## src/rtl/an_arb_pkg.sv

```systemverilog
package an_arb_pkg;

  typedef enum logic [2:0] {
    ST_DISABLE      = 3'd0,
    ST_ENABLE       = 3'd1,
    ST_RESTART      = 3'd2,
    ST_ABILITY      = 3'd3,
    ST_ACK_DET      = 3'd4,
    ST_COMPLETE_ACK = 3'd5,
    ST_IDLE_DET     = 3'd6,
    ST_LINK_OK      = 3'd7
  } arb_state_e;

  typedef enum logic [1:0] {
    P_HUNT = 2'd0,
    P_TYPE = 2'd1,
    P_LO   = 2'd2,
    P_HI   = 2'd3
  } parse_state_e;

  localparam logic [7:0] SYM_COMMA = 8'hBC;
  localparam logic [7:0] SYM_CFG_A = 8'hB5;
  localparam logic [7:0] SYM_CFG_B = 8'h42;
  localparam logic [7:0] SYM_IDLE  = 8'h50;

  localparam logic [1:0] SPEED_RSVD = 2'b11;
  localparam logic [1:0] PHY_SGMII  = 2'd0;
  localparam logic [1:0] PHY_FIBRE  = 2'd1;

  localparam int ACK_BIT    = 14;
  localparam int LINK_BIT   = 15;
  localparam int DUPLEX_BIT = 12;
  localparam int SPEED_LSB  = 10;

endpackage

```

## src/rtl/an_link_tick.sv

```systemverilog
module an_link_tick
  import an_arb_pkg::*;
(
  input  logic [1:0] phy_type,
  input  logic       tick_short,
  input  logic       tick_long,
  output logic       tick
);

  always_comb begin
    unique case (phy_type)
      PHY_SGMII: tick = tick_short;
      PHY_FIBRE: tick = tick_long;
      default:   tick = 1'b0;
    endcase
  end

endmodule

```

## src/rtl/an_os_parser.sv

```systemverilog
module an_os_parser
  import an_arb_pkg::*;
#(
  parameter int BYTE_W = 8,
  localparam int CFG_W = 2 * BYTE_W
) (
  input  logic              clk,
  input  logic              rst_n,
  input  logic              clr_n,
  input  logic              in_valid,
  input  logic [BYTE_W-1:0] in_byte,
  input  logic              in_is_k,
  output logic              cfg_stb,
  output logic [CFG_W-1:0]  cfg_word,
  output logic              idle_stb
);

  parse_state_e      pst;
  logic [BYTE_W-1:0] lo_q;
  logic              is_comma;

  assign is_comma = in_is_k && (in_byte == BYTE_W'(SYM_COMMA));

  always_ff @(posedge clk or negedge rst_n) begin
    if (!rst_n) begin
      pst      <= P_HUNT;
      lo_q     <= '0;
      cfg_stb  <= 1'b0;
      cfg_word <= '0;
      idle_stb <= 1'b0;
    end else if (!clr_n) begin
      pst      <= P_HUNT;
      lo_q     <= '0;
      cfg_stb  <= 1'b0;
      cfg_word <= '0;
      idle_stb <= 1'b0;
    end else begin
      cfg_stb  <= 1'b0;
      idle_stb <= 1'b0;
      if (in_valid) begin
        unique case (pst)
          P_HUNT: begin
            if (is_comma) pst <= P_TYPE;
          end
          P_TYPE: begin
            if (in_is_k) begin
              pst <= is_comma ? P_TYPE : P_HUNT;
            end else if (in_byte == BYTE_W'(SYM_CFG_A) ||
                         in_byte == BYTE_W'(SYM_CFG_B)) begin
              pst <= P_LO;
            end else begin
              if (in_byte == BYTE_W'(SYM_IDLE)) idle_stb <= 1'b1;
              pst <= P_HUNT;
            end
          end
          P_LO: begin
            if (in_is_k) begin
              pst <= is_comma ? P_TYPE : P_HUNT;
            end else begin
              lo_q <= in_byte;
              pst  <= P_HI;
            end
          end
          P_HI: begin
            if (in_is_k) begin
              pst <= is_comma ? P_TYPE : P_HUNT;
            end else begin
              cfg_word <= {in_byte, lo_q};
              cfg_stb  <= 1'b1;
              pst      <= P_HUNT;
            end
          end
          default: pst <= P_HUNT;
        endcase
      end
    end
  end

endmodule

```

## src/rtl/an_consist.sv

```systemverilog
module an_consist #(
  parameter int W     = 16,
  parameter int DEPTH = 3,
  localparam int CW   = $clog2(DEPTH + 1)
) (
  input  logic         clk,
  input  logic         rst_n,
  input  logic         clr_n,
  input  logic         cfg_stb,
  input  logic [W-1:0] cfg_word,
  output logic         match
);

  logic [W-1:0]  last_q;
  logic [CW-1:0] run_q;
  logic          same;

  assign same  = (cfg_word == last_q);
  assign match = cfg_stb && (cfg_word != '0) && same &&
                 (run_q >= CW'(DEPTH - 1));

  always_ff @(posedge clk or negedge rst_n) begin
    if (!rst_n) begin
      last_q <= '0;
      run_q  <= '0;
    end else if (!clr_n) begin
      last_q <= '0;
      run_q  <= '0;
    end else if (cfg_stb) begin
      last_q <= cfg_word;
      if (!same)                     run_q <= CW'(1);
      else if (run_q != CW'(DEPTH))  run_q <= run_q + CW'(1);
    end
  end

endmodule

```

## src/rtl/an_arb_fsm.sv

```systemverilog
module an_arb_fsm
  import an_arb_pkg::*;
#(
  parameter int          W         = 16,
  parameter logic [15:0] SGMII_ADV = 16'h0001,
  parameter logic [15:0] FIBRE_ADV = 16'h0020
) (
  input  logic         clk,
  input  logic         rst_n,
  input  logic         phy_rst_n,
  input  logic         bypass,
  input  logic [1:0]   bypass_speed,
  input  logic [1:0]   phy_type,
  input  logic         tick,
  input  logic         cfg_stb,
  input  logic [W-1:0] cfg_word,
  input  logic         idle_stb,
  input  logic         ability_match,
  output logic [W-1:0] tx_cfg_word,
  output logic         link_up,
  output logic         full_duplex,
  output logic [1:0]   link_speed,
  output logic         phy_up,
  output logic [2:0]   state_out
);

  localparam logic [W-1:0] ACK_MASK = W'(1) << ACK_BIT;

  arb_state_e   state, nxt;
  logic         armed;
  logic [W-1:0] ability;
  logic         timed, period_done, zero_cfg, ack_ok;
  logic [W-1:0] base_adv, tx_nxt;

  assign timed       = (state == ST_RESTART) || (state == ST_COMPLETE_ACK) ||
                       (state == ST_IDLE_DET);
  assign period_done = timed && tick && armed;
  assign zero_cfg    = cfg_stb && (cfg_word == '0);
  assign ack_ok      = cfg_stb && cfg_word[ACK_BIT] &&
                       ((cfg_word | ACK_MASK) == (ability | ACK_MASK));
  assign base_adv    = (phy_type == PHY_SGMII) ? W'(SGMII_ADV) : W'(FIBRE_ADV);

  always_comb begin
    nxt = state;
    if (!phy_rst_n) begin
      nxt = ST_ENABLE;
    end else if (bypass) begin
      nxt = ST_DISABLE;
    end else begin
      unique case (state)
        ST_DISABLE:  nxt = ST_ENABLE;
        ST_ENABLE:   nxt = ST_RESTART;
        ST_RESTART:  if (period_done) nxt = ST_ABILITY;
        ST_ABILITY:  if (ability_match) nxt = ST_ACK_DET;
        ST_ACK_DET: begin
          if (zero_cfg)    nxt = ST_RESTART;
          else if (ack_ok) nxt = ST_COMPLETE_ACK;
        end
        ST_COMPLETE_ACK: begin
          if (zero_cfg)         nxt = ST_RESTART;
          else if (period_done) nxt = ST_IDLE_DET;
        end
        ST_IDLE_DET: begin
          if (zero_cfg)                       nxt = ST_RESTART;
          else if (period_done && !cfg_stb)   nxt = ST_LINK_OK;
        end
        ST_LINK_OK:  if (zero_cfg) nxt = ST_RESTART;
        default:     nxt = ST_DISABLE;
      endcase
    end
  end

  always_comb begin
    unique case (nxt)
      ST_DISABLE, ST_ENABLE, ST_RESTART: tx_nxt = '0;
      ST_ABILITY:                        tx_nxt = base_adv;
      default:                           tx_nxt = base_adv | ACK_MASK;
    endcase
  end

  always_ff @(posedge clk or negedge rst_n) begin
    if (!rst_n) begin
      state   <= ST_DISABLE;
      armed   <= 1'b0;
      ability <= '0;
    end else begin
      state <= nxt;
      if (nxt != state)                          armed <= 1'b0;
      else if (state == ST_IDLE_DET && cfg_stb)  armed <= 1'b0;
      else if (timed && tick)                    armed <= 1'b1;
      if (state == ST_ABILITY && ability_match)  ability <= cfg_word;
    end
  end

  always_ff @(posedge clk or negedge rst_n) begin
    if (!rst_n) begin
      tx_cfg_word <= '0;
      link_up     <= 1'b0;
      full_duplex <= 1'b0;
      link_speed  <= SPEED_RSVD;
      phy_up      <= 1'b0;
    end else begin
      tx_cfg_word <= tx_nxt;
      if (!phy_rst_n) begin
        link_up     <= 1'b0;
        full_duplex <= 1'b0;
        link_speed  <= SPEED_RSVD;
        phy_up      <= 1'b0;
      end else if (bypass) begin
        link_up     <= 1'b1;
        full_duplex <= 1'b1;
        link_speed  <= bypass_speed;
        phy_up      <= 1'b1;
      end else begin
        if (nxt == ST_LINK_OK && state != ST_LINK_OK) begin
          link_up     <= ability[LINK_BIT];
          full_duplex <= ability[DUPLEX_BIT];
          link_speed  <= ability[SPEED_LSB +: 2];
        end else if (nxt != ST_LINK_OK) begin
          link_up     <= 1'b0;
          full_duplex <= 1'b0;
          link_speed  <= SPEED_RSVD;
        end
        if (idle_stb)     phy_up <= 1'b1;
        else if (cfg_stb) phy_up <= 1'b0;
      end
    end
  end

  assign state_out = state;

endmodule

```

## src/rtl/an_sgmii_arb.sv

```systemverilog
module an_sgmii_arb
  import an_arb_pkg::*;
#(
  parameter int          BYTE_W    = 8,
  parameter int          CONSIST_N = 3,
  parameter logic [15:0] SGMII_ADV = 16'h0001,
  parameter logic [15:0] FIBRE_ADV = 16'h0020,
  localparam int         CFG_W     = 2 * BYTE_W
) (
  input  logic              clk,
  input  logic              rst_n,
  input  logic              phy_rst_n,
  input  logic [1:0]        phy_type,
  input  logic              tick_short,
  input  logic              tick_long,
  input  logic              neg_bypass,
  input  logic [1:0]        bypass_speed,
  input  logic              rx_valid,
  output logic              rx_ready,
  input  logic [BYTE_W-1:0] rx_byte,
  input  logic              rx_is_k,
  output logic [CFG_W-1:0]  tx_cfg_word,
  output logic              link_up,
  output logic              full_duplex,
  output logic [1:0]        link_speed,
  output logic              phy_up,
  output logic [2:0]        arb_state
);

  logic             tick;
  logic             cfg_stb, idle_stb, ability_match;
  logic [CFG_W-1:0] cfg_word;

  assign rx_ready = 1'b1;

  an_link_tick u_tick (
    .phy_type   (phy_type),
    .tick_short (tick_short),
    .tick_long  (tick_long),
    .tick       (tick)
  );

  an_os_parser #(.BYTE_W(BYTE_W)) u_parse (
    .clk      (clk),
    .rst_n    (rst_n),
    .clr_n    (phy_rst_n),
    .in_valid (rx_valid),
    .in_byte  (rx_byte),
    .in_is_k  (rx_is_k),
    .cfg_stb  (cfg_stb),
    .cfg_word (cfg_word),
    .idle_stb (idle_stb)
  );

  an_consist #(.W(CFG_W), .DEPTH(CONSIST_N)) u_consist (
    .clk      (clk),
    .rst_n    (rst_n),
    .clr_n    (phy_rst_n),
    .cfg_stb  (cfg_stb),
    .cfg_word (cfg_word),
    .match    (ability_match)
  );

  an_arb_fsm #(.W(CFG_W), .SGMII_ADV(SGMII_ADV), .FIBRE_ADV(FIBRE_ADV)) u_fsm (
    .clk           (clk),
    .rst_n         (rst_n),
    .phy_rst_n     (phy_rst_n),
    .bypass        (neg_bypass),
    .bypass_speed  (bypass_speed),
    .phy_type      (phy_type),
    .tick          (tick),
    .cfg_stb       (cfg_stb),
    .cfg_word      (cfg_word),
    .idle_stb      (idle_stb),
    .ability_match (ability_match),
    .tx_cfg_word   (tx_cfg_word),
    .link_up       (link_up),
    .full_duplex   (full_duplex),
    .link_speed    (link_speed),
    .phy_up        (phy_up),
    .state_out     (arb_state)
  );

endmodule

```

## config.mk

```make
export PLATFORM = sky130hd
export DESIGN_NAME = an_sgmii_arb
export DESIGN_NICKNAME = d
export VERILOG_FILES = /design/src/rtl/an_arb_pkg.sv /design/src/rtl/an_link_tick.sv /design/src/rtl/an_os_parser.sv /design/src/rtl/an_consist.sv /design/src/rtl/an_arb_fsm.sv /design/src/rtl/an_sgmii_arb.sv
export SDC_FILE = /design/constraint.sdc
export NUM_CORES = 1
export LEC_CHECK = 0
export ABC_CLOCK_PERIOD_IN_PS = 6200
export CAP_MARGIN = 20
export CELL_PAD_IN_SITES_DETAIL_PLACEMENT = 0
export CELL_PAD_IN_SITES_GLOBAL_PLACEMENT = 1
export CORE_MARGIN = 2
export CORE_UTILIZATION = 40
export DETAILED_ROUTE_END_ITERATION = 16
export PLACE_DENSITY = 0.83
export SETUP_SLACK_MARGIN = 0.05
export SLEW_MARGIN = 20
export SYNTH_ARGS = -nofsm -noshare
export SYNTH_HDL_FRONTEND = slang
export SYNTH_SLANG_ARGS = --single-unit
```

## constraint.sdc

```tcl
create_clock -name clk -period 6.2 [get_ports clk]
set_input_delay 1.86 -clock clk [delete_from_list [all_inputs] [get_ports clk]]
set_output_delay 1.86 -clock clk [all_outputs]
set_load 0.02 [all_outputs]
```

==> flow_summary.toml <==
[synth]
syn_area_um2 = 3891
synth_commonest_cells = "71 x dfrtp_1, 40 x nand2_1, 31 x xnor2_1, 30 x nor2b_1, 29 x mux2i_1"
yosysSeqAreaShare_pct = 47.01
ys_types = 51
synthArstFlopShare_pct = 100.0
yosysWarnings = 0
synth_top_cell_by_area = "dfrtp_1"
synth_seq_cells = 73
synth_area_leaders = "dfrtp_1 46%, mux2i_1 7.5%, xnor2_1 7.0%"
synth_top_area_share_pct = 45.66
ys.flop_type = "dfrtp_1"
syn_avg_cell_area_um2 = 10.60
synth_edf_count = 0
syn_inst = 367
synth.most_common_cell = "dfrtp_1"

[layout]
regArea_um2 = 1829
area_growth_pct = 14.31
num_antenna_cells = 0
multi_input_area_um2 = 1907
final_area_um2 = 4448
fillers = 860
drive_above_1_share_pct = 11.56
final_nets = 415

[clock_network]
cts_tree = "built"
clk_pin_slew_ns = 0.08
post_cts_buffers = 0
cts.repair.resized = 0
h-tree-depth = 3
clockBufferDepth = 2
cts.hold.buffers_added = 0
insertion_delay_ns = 0.35
clock-sinks = 73
cts_made_buffers = 9
root_buffer = "clkbuf_8"

[place]
post-place-ws_ns = 2.228
dp_hpwl_um = 5459
place_area_um2 = 4245
port_buffers = 30
place_congestion = 0.8266

[sta]
fin_crit_sh_pct = 58.83
setup_viol = 0
finalHoldViolations = 0
finalMaxSlewViolations = 0
layout_setup_ws_ns = 2.553
max_slew_margin_pct = 53.74
rsz0062_at_grt = "no"
fin_skew_ns = 0.01383
final.setup.tns_ns = 0
timing.fmax_ghz = 0.2742
finalCriticalPeriod_ns = 3.647
holdWs_ns = 0.5238
tightest_slew_ns = 0.6939

[setup_path]
start_kind = "input pin"
path_buf_inv = 1
crit_slowest_cell = "clkdlybuf4s50_1"
cpPeakStageDelay_ns = 0.53
crit_fanout = 4
end_kind = "flip-flop"
arrival_ns = 3.93
worstPathRequired_ns = 6.48
worst_path_dominant_cell_family = "compound AO/OA/AOI/OAI gates"
cp_cell_sequence = "clkdlybuf4s50_1 -> mux2_4 -> a31oi_1 -> o21ba_2 -> o21ai_0 -> o211a_1 -> mux2i_1"
path_class = "in2reg"

[global_routing]
grt_max_degree = 56
grt_usage_pct = 15.92
grt_pass1_vias = 2603
grt_pass1_wl_um = 12850
grt-ovfl-total = 0
grt_antenna_before_repair = 0

[floorplanning]
dieArea_um2 = 10530
start_util_pct = 41.72
ioPinCount = 45
die_y_um = 102.6
core_um2 = 9328
num_rows = 35
dieWidth_um = 102.6

[drt]
firstDrtPassIters = 4
vias_per_cell = 4.989
ant_nets = 0
routed_wl_um = 7626
vias = 2629
drt_iter0_markers = 163
routedWlPerCell_um = 14.47
route.detailed.drc = 0

[power]
powerDensity_nw_per_um2 = 209.6
total_power_w = 0.0009323
p_leak_nw = 1.806
ir_worst_vdd_uv = 119.2

[status]
status = "finished clean"

[min_path]
hp-class = "reg2reg"

[run]
maxCapViolations = 0
## registers in the layout (all words and copies together), names as in the netlist, 3 cells and up
name and cells:
u_fsm.state_out 3, u_fsm.ability 15, u_parse.lo_q 8, u_parse.cfg_word 16, u_consist.last_q 16, u_fsm.tx_cfg_word 3
## path summary, 6_finish.rpt
kind	start	slack [ns]	depth (start not counted)	end
min	u_parse.idle_stb$_DFF_PN0_	0.52	2	u_fsm.phy_up$_DFFE_PN0P_
min reg2reg	u_parse.idle_stb$_DFF_PN0_	0.52	2	u_fsm.phy_up$_DFFE_PN0P_
max reg2reg	u_parse.cfg_word[2]$_DFFE_PN0P_	3.83	6	u_fsm.tx_cfg_word[0]$_DFF_PN0_
max in group asynchronous	rst_n	3.63	2	u_consist.last_q[3]$_DFFE_PN0P_
max	phy_type[0]	2.55	7	u_fsm.armed$_DFFE_PN0P_
min in group asynchronous	rst_n	1.54	1	u_parse.pst[0]$_DFFE_PN0P_
## worst min-delay path: cells and delay by family, from the launching register on
kind / cells / cell delay (ns)
and+or+nand+nor: 1 / 0.10
DFF: 1 / 0.34
AOI/OAI and AO/OA: 1 / 0.05
## power by group
group / internal (W) / leakage [nW] / switching, W / total [W]
registers: 0.000480 / 1.01 / 0.00000477 / 0.000484
clock network: 0.000197 / 0.103 / 0.000180 / 0.000377
logic: 0.0000301 / 0.698 / 0.0000410 / 0.0000710
## cells in the final DEF (no fill, tap or decap), drive strengths merged, types with 2 or more instances in the layout
master,synthesis,routed
a211oi,2,2
a21boi,16,16
a21o,2,2
a21oi,5,5
and2,4,4
buf,19,5
clkbuf,12,10
clkdlybuf4s50,0,29
clkinv,0,3
conb,2,14
dfrtp,71,71
dfstp,2,2
ha,2,2
inv,6,7
mux2,16,16
mux2i,29,29
nand2,40,40
nand2b,4,4
nand3,4,4
nand3b,2,2
nand4,9,9
nand4b,2,2
nor2,10,10
nor2b,30,30
nor3,4,4
nor3b,3,3
nor4,9,9
o2111ai,2,2
o211a,2,2
o21a,4,4
o21ai,7,7
xnor2,31,31
## cell families after synthesis
kind of cell / count (synthesis) / synth area share (%)
AOI/OAI and AO/OA: 51 / 10.00
other: 2 / 0.1930
buffers and inverters: 37 / 5.145
DFF: 73 / 47.01
and+or+nand+nor: 126 / 17.85
adders and majority gates: 2 / 0.6430
muxes: 45 / 12.19
xor gates and xnor gates: 31 / 6.977
## layer usage
| metal | GRT usage, % | wire (µm) |
|---|---|---|
| met1 | 21.04 | 3614 |
| met2 | 25.39 | 3665 |
| met3 | 4.542 | 230 |
| met4 | 5.128 | 116 |
| met5 | 0 | 0 |
## final cells by class
class / count / share of cell area [%]
clock buffers: 10 / 3.094
clock inverters: 6 / 1.463
inverters: 6 / 0.5063
multi-input cells: 269 / 42.87
flip-flops and latches: 73 / 41.13
well taps: 129 / 3.629
repair buffers: 34 / 7.314
## stage by stage
| step | utilization (%) | std cells |
|---|---|---|
| 2_1_floorplan | - | 379 |
| 3_3_place_gp | 45.51 | 511 |
| 3_5_place_dp | 45.51 | 511 |
| 4_1_cts | 47.69 | 527 |
| 5_1_grt | 47.69 | 527 |
| 6_report | 47.69 | 527 |
No activity file was read; power rests on OpenSTA's default activity.
